==> src/rtl/cksum_pkg.sv <==
package cksum_pkg;
  typedef struct packed {
    logic clear;       // restart: zero the accumulator
    logic accumulate;  // add the accepted data word
    logic compare;     // accepted word is the stored checksum
  } ctrlStrobe_t;
endpackage

==> src/rtl/cksum_ctrl.sv <==
module cksum_ctrl
  import cksum_pkg::*;
#(
  parameter int NUM_WORDS = 8
) (
  input  logic        clk,
  input  logic        rstN,
  input  logic        start,
  input  logic        inValid,
  output logic        inReady,
  output logic        done,
  output ctrlStrobe_t strobe
);
  localparam int CNT_W = (NUM_WORDS > 2) ? $clog2(NUM_WORDS) : 1;
  localparam logic [CNT_W-1:0] LAST_IDX = CNT_W'(NUM_WORDS - 1);

  typedef enum logic [1:0] {ST_IDLE, ST_RUN, ST_REPORT} ctrlState_t;

  ctrlState_t state;
  logic [CNT_W-1:0] wordCnt;
  logic accept;
  logic lastWord;

  assign inReady  = (state == ST_RUN);
  assign done     = (state == ST_REPORT);
  assign accept   = inValid && inReady && !start;
  assign lastWord = (wordCnt == LAST_IDX);

  always_comb begin
    strobe            = '0;
    strobe.clear      = start;
    strobe.accumulate = accept && !lastWord;
    strobe.compare    = accept && lastWord;
  end

  always_ff @(posedge clk or negedge rstN) begin
    if (!rstN) begin
      state   <= ST_IDLE;
      wordCnt <= '0;
    end else if (start) begin
      state   <= ST_RUN;
      wordCnt <= '0;
    end else begin
      case (state)
        ST_RUN: begin
          if (accept) begin
            if (lastWord) begin
              state   <= ST_REPORT;
              wordCnt <= '0;
            end else begin
              wordCnt <= wordCnt + 1'b1;
            end
          end
        end
        ST_REPORT: state <= ST_IDLE;
        default:   state <= ST_IDLE;
      endcase
    end
  end

  AST_READY_AFTER_START: assert property (@(posedge clk) disable iff (!rstN)
    start |=> inReady);
  AST_DONE_ONE_CYCLE: assert property (@(posedge clk) disable iff (!rstN)
    done |=> !done);
  AST_DONE_AFTER_LAST: assert property (@(posedge clk) disable iff (!rstN)
    strobe.compare |=> done);
  AST_CLOSED_AT_DONE: assert property (@(posedge clk) disable iff (!rstN)
    done |-> !inReady);
  AST_CLOSED_AFTER_DONE: assert property (@(posedge clk) disable iff (!rstN)
    (done && !start) |=> !inReady);
  AST_STALL_HOLDS_COUNT: assert property (@(posedge clk) disable iff (!rstN)
    (!inValid && !start && inReady) |=> $stable(wordCnt));
endmodule

==> config.mk <==
export PLATFORM = sky130hd
export DESIGN_NAME = cksum_ctrl
export DESIGN_NICKNAME = d
export VERILOG_FILES = /design/src/rtl/cksum_pkg.sv /design/src/rtl/cksum_ctrl.sv
export SDC_FILE = /design/constraint.sdc
export NUM_CORES = 1
export LEC_CHECK = 0
export BUFFER_PORTS_ARGS = -buffer_cell sky130_fd_sc_hd__buf_4
export CAP_MARGIN = 20
export CELL_PAD_IN_SITES_DETAIL_PLACEMENT = 1
export CELL_PAD_IN_SITES_GLOBAL_PLACEMENT = 2
export CORE_AREA = 2 2 39 41
export DETAILED_ROUTE_END_ITERATION = 10
export DIE_AREA = 0 0 41 43
export PLACE_DENSITY = 0.63
export SYNTH_ARGS = -nofsm -noshare
export SYNTH_HDL_FRONTEND = slang
export SYNTH_SLANG_ARGS = --single-unit
==> constraint.sdc <==
create_clock -name clk -period 1.3 [get_ports clk]
set_input_delay 0.325 -clock clk [delete_from_list [all_inputs] [get_ports clk]]
set_output_delay 0.325 -clock clk [all_outputs]
set_load 0.02 [all_outputs]
# Yosys cells after proc, flatten, opt, wreduce, memory -nomap -nowiden
# Index checks and enable logic that the tools add are counted.
# totals
mem_count	0
input_bits	4
latch_bits	0
ramBits	0
out_inout_bits	5
wordCells	26
rom_bits	0
ff_bits	5
# classes
n_bitwise	0
n_mux	8
div_mod_pow	0
n_reduce_logical	10
shift	0
add_sub_neg	1
n_mul	0
eq_ne	5
magnitude_cmp	0
# ops
operator	n
2-to-1 mux 3 bit	4
2-to-1 mux 2 bit	4
!= test 3 x 2 -> 1 bit, second input constant	2
logical AND 1 bit	4
AND reduction 2 bit	2
nonzero test 2 bit	2
adder 3 x 1 -> 3 bit, second input constant	1
== test 3 bit, second input constant	1
== test 2 x 1 -> 1 bit, second input constant	1
== test 2 bit, second input constant	1
zero test 1 bit	2

# Longest topological paths before layout
# Gate-level depths: netlist of run 1.
# logic_depth
word_depth	6
mapped_depth	4
ltp_nobuf	4

# Least setup slack after synthesis of run 1
# No wires, ideal clock.
# synth_path
path_type	reg-to-output
start	register wordCnt[0]
end	output port strobe[1] (netlist name)
slack_ps	-298
stages_incl_launch_ff	4
arrival_time_ps	1273
n_path_buf	0
required_time_ps	975
path_cell_list	dfrtp_1 -> ha_1 -> ha_1 -> nor3_1
# synth_lines
element	line_no	source
start, declared	cksum_ctrl.sv:20	logic [CNT_W-1:0] wordCnt;
start signal, assigned	cksum_ctrl.sv:51	wordCnt <= wordCnt + 1'b1;
end, declared	cksum_ctrl.sv:12	output ctrlStrobe_t strobe

==> results of run 1 <==
==> report_power, final <==
group	switching, mW	internal [mW]
combinational	0.0379	0.0543
sequential	0.00474	0.162
clock	0.0649	0.116
total	0.107	0.333
==> how the worst max path moves through the flow <==
stage / to / slack, ps / depth (start not counted)
global route: strobe[1] / -400 / 4
finish: strobe[1] / -340 / 4
detailed placement: strobe[0] / -130 / 4
floorplan: strobe[1] / 2 / 3
global placement: strobe[0] / -100 / 4
CTS: strobe[0] / -320 / 3
==> cells in the final DEF, fill, tap and decap left out, drive strengths merged <==
cell type,count
a21o,1
and2b,1
and3b,1
buf,21
clkbuf,4
dfrtp,5
dlygate4sd3,1
ha,2
mux2,1
mux2i,2
nand2,1
nand2b,4
nand3b,1
nor2b,2
nor3,2
nor3b,2
==> state kept, by name, indices dropped and copies added, names as in the netlist <==
signal and count:
state 2, wordCnt 3
==> stage by stage <==
step | cells | setup TNS [ps] | area, µm² | util [%] | setup slack, ps
final | 67 | -1030 | 564 | 40.8 | -338
after global routing | 67 | -1320 | 564 | 40.8 | -401
after CTS | 65 | -1030 | 536 | 38.7 | -321
after detailed placement | 53 | -243 | 429 | 31.0 | -129
after global placement | 53 | -147 | 429 | 31.0 | -96.3
after floorplan | 27 | 0 | 332 | - | 1.89
==> per-layer routing <==
metal  routed length (µm)  vias to the layer above  global-route usage, %
met5                    0                        -                      0
met4                    8                        0                   10.0
met3                   43                        2                   3.14
met2                  518                        7                   21.3
met1                  289                      139                   12.5
li1                     -                      143                      -
==> repair_timing <==
item	in CTS	in global routing
pin swaps	2	3
resized for setup	5	3
endpoints found under the setup margin	5	7
setup buffers	7	2
hold endpoints to repair	5	0
hold buffers	1	0
==> layout make-up <==
class	count	area (µm²)
Clock buffer	4	26.3
Multi-Input combinational cell	20	206
Sequential cell	5	125
Timing Repair Buffer	22	186
Fill cell	169	820
Tap cell	16	20.0
==> worst reg2reg max path, stage by stage (launching register included) <==
cell and delay [ps]:
dfrtp_1 380, buf_4 140, buf_6 110, and3b_2 270
mux2_4 300
==> cells by family (layout without fill, tap and decap cells) <==
group,count (synthesis),in the layout,share of synthesized area [%]
multiplexers,3,3,11.8
AND/OR/NAND/NOR,14,14,30.8
adder cells (fa/ha/maj),2,2,8.44
AO/OA/AOI/OAI,1,1,2.53
flip-flops,5,5,42.2
buffers and inverters,2,26,4.22
==> results by group, run 1 <==
Outcome
  • Outcome: finished with violations
  • Failing checks: negative setup slack

Logic synthesis
  • Synthesized cell area: 297 µm²
  • Avg Cell Area, Syn: 11.0 µm²
  • #FFs+latches synth: 5
  • Syn Inst Count: 27
  • Sequential share of the synthesized area: 42.2%
  • EDFF count, synth: 0
  • Most numerous cell in the Yosys netlist: dfrtp_1
  • Yosys warns: 0
  • Syn Nets: 33
  • Share of the synthesized area in the top cell type: 42.2%
  • Synth area leaders: dfrtp_1 42%, ha_1 8.4%, nand2b_1 8.4%
  • Unique masters post-synth: 15
  • Async set-reset flop share out of synthesis: 100%
  • Primary FF master, synth: dfrtp_1
  • Post-synth top cells: 5 x dfrtp_1, 4 x nand2b_1
  • Yosys top cell by area: dfrtp_1

Setup path
  • Cell Chain, Critical Path: ha_2, ha_4, nor3_4, buf_6
  • Crit path max-delay cell type: dfrtp_1
  • Buf/Inv on CP: 1
  • Worst R2R End: wordCnt[0]$_DFFE_PN0P_
  • Crit Path Category: reg2out
  • Worst EP arrival: 1310 ps
  • Critical R2R Launch: state[1]$_DFFE_PN0P_
  • Reg2Reg Setup Slack: -10 ps
  • Critical path launch point: wordCnt[0]$_DFFE_PN0P_
  • CP Capture Type: output pin
  • WP data required: 980 ps
  • Reg2Reg Depth: 4
  • Crit path launch type: flop
  • Top delay family on crit path: flip-flops
  • Worst path max stage delay: 390 ps
  • Crit-path max FO: 4

Timing
  • Hold Fails Final Rpt: 0
  • Measured slew at the worst slew-check pin: 256 ps
  • Max-slew headroom: 82.9%
  • Final count of pins violating max slew: 0
  • Final period utilization: 126%
  • Clock Skews: 1.94 ps
  • Tmin final: 1640 ps
  • Hold WS: 355 ps
  • RSZ-0062 raised after global routing: true
  • Final Setup Violations: 5
  • FMAX: 0.611 GHz
  • Setup slack after layout: -338 ps

Clocking
  • Deepest clock path buffer count: 2
  • TritonCTS Buffers: 3
  • TritonCTS clock tree: built
  • Clock Latency Late Sink: 240 ps
  • Clock Sink Count: 5
  • H-tree Lvls: 1
  • Clock transition at path regs: 40 ps
  • Clk root buf: clkbuf_4

GRT
  • GRT Total Usage: 12.8%
  • Largest net degree at the start of global routing: 12
  • Grt total ovfl: 0
  • Initial antenna violation count: 0
  • First-pass GRT wire length: 1430 µm
  • Vias in the first global route: 325

Routing
  • Iter 0 DRT Violations: 3
  • 1st-pass router iterations: 2
  • Via count: 291
  • DRC Markers: 0
  • WL final: 860 µm
  • Routed Antenna Nets: 0
  • Via/cell ratio: 4.34
  • DR WL/cell: 12.8 µm

Placed design
  • Final HPWL DP: 581 µm
  • GPL Wtd Cong: 0.718
  • IO Port Bufs: 8

Die
  • Core area: 1380 µm²
  • Die W: 41 µm
  • Die height: 43 µm
  • FP Rows: 14
  • IO Pins: 9
  • Die ar.: 1760 µm²
  • Initial core utilization: 21.4%

Run
  • MaxCap Viol Count: 0

Finish
  • Area growth syn-to-layout: 90.3%
  • Nets@finish: 58
  • # diodes: 0
  • Fraction of layout cells with a size suffix above 1: 62.7%

Pwr
  • LEAKAGE: 0.261 nW
  • Total power: 0.440 mW
  • Worst vdd ir: 0.332 mV
  • Pwr/cell area: 780 nW/µm²

Hold path
  • Hold depth: 2
  • Hold EP: state[1]$_DFFE_PN0P_
  • Hold Crit Class: in2reg
  • Hold Path Origin: start
Power figures use the tool's default switching activity.
==> run 2: changes to the inputs <==
- clock period: 1.3 -> 2.1 ns (I/O delays scaled with it)
==> results by group, run 2 (synthesis results as in run 1) <==
Finish
  • Fraction of layout cells with a size suffix above 1: 35.1% (was 62.7%)
  • Non-filler instance count after layout: 53 (was 67)
  • Most frequent cells in the layout: 8 x buf_4, 5 x dfrtp_1, 4 x nand2b_1, 3 x clkbuf_4 (was 16 x buf_4, 5 x buf_6, 5 x dfrtp_1, 4 x nand2b_1, 3 x clkbuf_4)
  • Nets@finish: 44 (was 58)
  • Area growth syn-to-layout: 31.6% (was 90.3%)
  • Largest register by flop count: wordCnt (unchanged)
  • Max reg flops: 3 (unchanged)
  • Largest registers: wordCnt x3, state x2 (unchanged)
  • # diodes: 0 (unchanged)
  • Commonest non-fill, non-tap cell in the layout: buf_4 (unchanged)
  • Fill count: 167 (was 169)

Routing
  • WL final: 615 µm (was 860 µm)
  • Via count: 230 (was 291)
  • Iter 0 DRT Violations: 3 (unchanged)
  • 1st-pass router iterations: 2 (unchanged)
  • Routed Antenna Nets: 0 (unchanged)
  • DR WL/cell: 11.6 µm (was 12.8 µm)
  • Via/cell ratio: 4.34 (about the same)
  • DRC Markers: 0 (unchanged)

Timing
  • Final Setup Violations: 0 (was 5)
  • Setup slack after layout: 142 ps (was -338 ps)
  • Clock Skews: 0.178 ps (was 1.94 ps)
  • Hold Fails Final Rpt: 0 (unchanged)
  • RSZ-0062 raised after global routing: false (was true)
  • Final period utilization: 93.3%
  • Final count of pins violating max slew: 0 (unchanged)
  • Measured slew at the worst slew-check pin: 167 ps (was 256 ps)
  • Max-slew headroom: 88.8% (was 82.9%)
  • FMAX: 0.511 GHz
  • Hold WS: 74.0 ps (was 355 ps)
  • Setup TNS: 0 ps (was -1030 ps)
  • Tmin final: 1960 ps

GRT
  • M2 GR Usage: 14.1% (was 21.3%)
  • Grt total ovfl: 0 (unchanged)
  • First-pass GRT wire length: 1000 µm (was 1430 µm)
  • Vias in the first global route: 237 (was 325)
  • GRT Total Usage: 9.08% (was 12.8%)
  • GRT Max-Usage Layer: met2 (unchanged)
  • Initial antenna violation count: 0 (unchanged)
  • Met3 usage: 4.71% (was 3.14%)
  • Largest net degree at the start of global routing: 12 (unchanged)
  • Met1 Use GR: 9.80% (was 12.5%)

Setup path
  • Crit-path max FO: 5 (was 4)
  • Cell Chain, Critical Path: ha_1, ha_1, nor3_1, buf_4 (was ha_2, ha_4, nor3_4, buf_6)
  • Crit Path Category: reg2out (unchanged)
  • CP Capture Type: output pin (unchanged)
  • WP data required: 1570 ps (was 980 ps)
  • Most used cell, CP: ha_1
  • Crit path launch type: flop (unchanged)
  • Crit path max-delay cell type: dfrtp_1 (unchanged)
  • Worst EP arrival: 1430 ps (was 1310 ps)
  • Worst path max stage delay: 390 ps (about the same)

Clocking
  • Clock Sink Count: 5 (unchanged)
  • H-tree Lvls: 1 (unchanged)
  • Deepest clock path buffer count: 2 (unchanged)
  • Clock Latency Late Sink: 240 ps (about the same)
  • # Post-CTS Setup Buffers: 0 (was 7)
  • Clock transition at path regs: 50 ps (was 40 ps)
  • # hold bufs at CTS: 0 (was 1)
  • Clk root buf: clkbuf_4 (unchanged)
  • TritonCTS Buffers: 3 (unchanged)
  • CTS resizes: 0 (was 5)
  • TritonCTS clock tree: built (unchanged)

Hold path
  • Hold Crit Class: in2async (was in2reg)

Pwr
  • Pwr/cell area: 647 nW/µm² (was 780 nW/µm²)
  • Worst vdd ir: 0.253 mV (was 0.332 mV)
  • LEAKAGE: 0.182 nW (was 0.261 nW)
  • Total power: 0.253 mW (was 0.440 mW)

Die
  • Die height: 43 µm (unchanged)
  • Die W: 41 µm (unchanged)
  • IO Pins: 9 (unchanged)
  • Core area: 1380 µm² (unchanged)
  • FP Rows: 14 (unchanged)
  • Initial core utilization: 21.4% (unchanged)
  • Die ar.: 1760 µm² (unchanged)

Placed design
  • IO Port Bufs: 8 (unchanged)
  • GPL Wtd Cong: 0.610 (was 0.718)
  • Placed Cells: 49 (was 53)
  • Dpl ws: 377 ps (was -129 ps)

Run
  • MaxCap Viol Count: 0 (unchanged)

Outcome
  • Outcome: completed (was finished with violations)
[run 2: where the power goes]
group	switching (mW)	total, mW	leakage, nW	internal, mW
combinational	0.0149	0.0309	0.104	0.0160
clock	0.0463	0.119	0.0150	0.0723
sequential	0.00267	0.103	0.0631	0.100
[run 2: path summary, 6_finish.rpt]
kind                                         from                     end  slack, ps  depth (start not counted)
hold / removal                               rstN    state[0]$_DFFE_PN0P_         70                          1
min in group clk                            start    state[1]$_DFFE_PN0P_        510                          2
setup / recovery           wordCnt[0]$_DFFE_PN0P_               strobe[1]        140                          4
setup reg to reg           wordCnt[0]$_DFFE_PN0P_  wordCnt[0]$_DFFE_PN0P_        840                          4
max in group asynchronous                    rstN  wordCnt[0]$_DFFE_PN0P_       1920                          1
hold reg to reg            wordCnt[2]$_DFFE_PN0P_  wordCnt[2]$_DFFE_PN0P_        550                          2
[run 2: critical path, delay by kind of cell, from the launching register on]
| kind | cells | cell delay (ps) |
|---|---|---|
| adder cells (fa/ha/maj) | 2 | 440 |
| buffers and inverters | 1 | 170 |
| flip-flops | 1 | 390 |
| AND/OR/NAND/NOR | 1 | 190 |
[run 2: stage by stage]
stage          util, %  instance area, µm²
2_1_floorplan        -                 297
3_3_place_gp      26.3                 364
3_5_place_dp      26.3                 364
4_1_cts           28.2                 390
5_1_grt           28.2                 390
6_report          28.2                 390
[run 2: layout make-up]
type,instances,area [µm²],share of cell area (%)
Clock buffer,4,26.3,6.73
Multi-Input combinational cell,20,159,40.7
Sequential cell,5,125,32.1
Tap cell,16,20.0,5.13
Timing Repair Buffer,8,60.1,15.4
[run 2: routing by layer]
layer  up-vias  part of all wire (%)
met3         0                   8.1
met4         0                     0
met2         7                    52
li1        112                     -
met5         -                     0
met1       111                    40
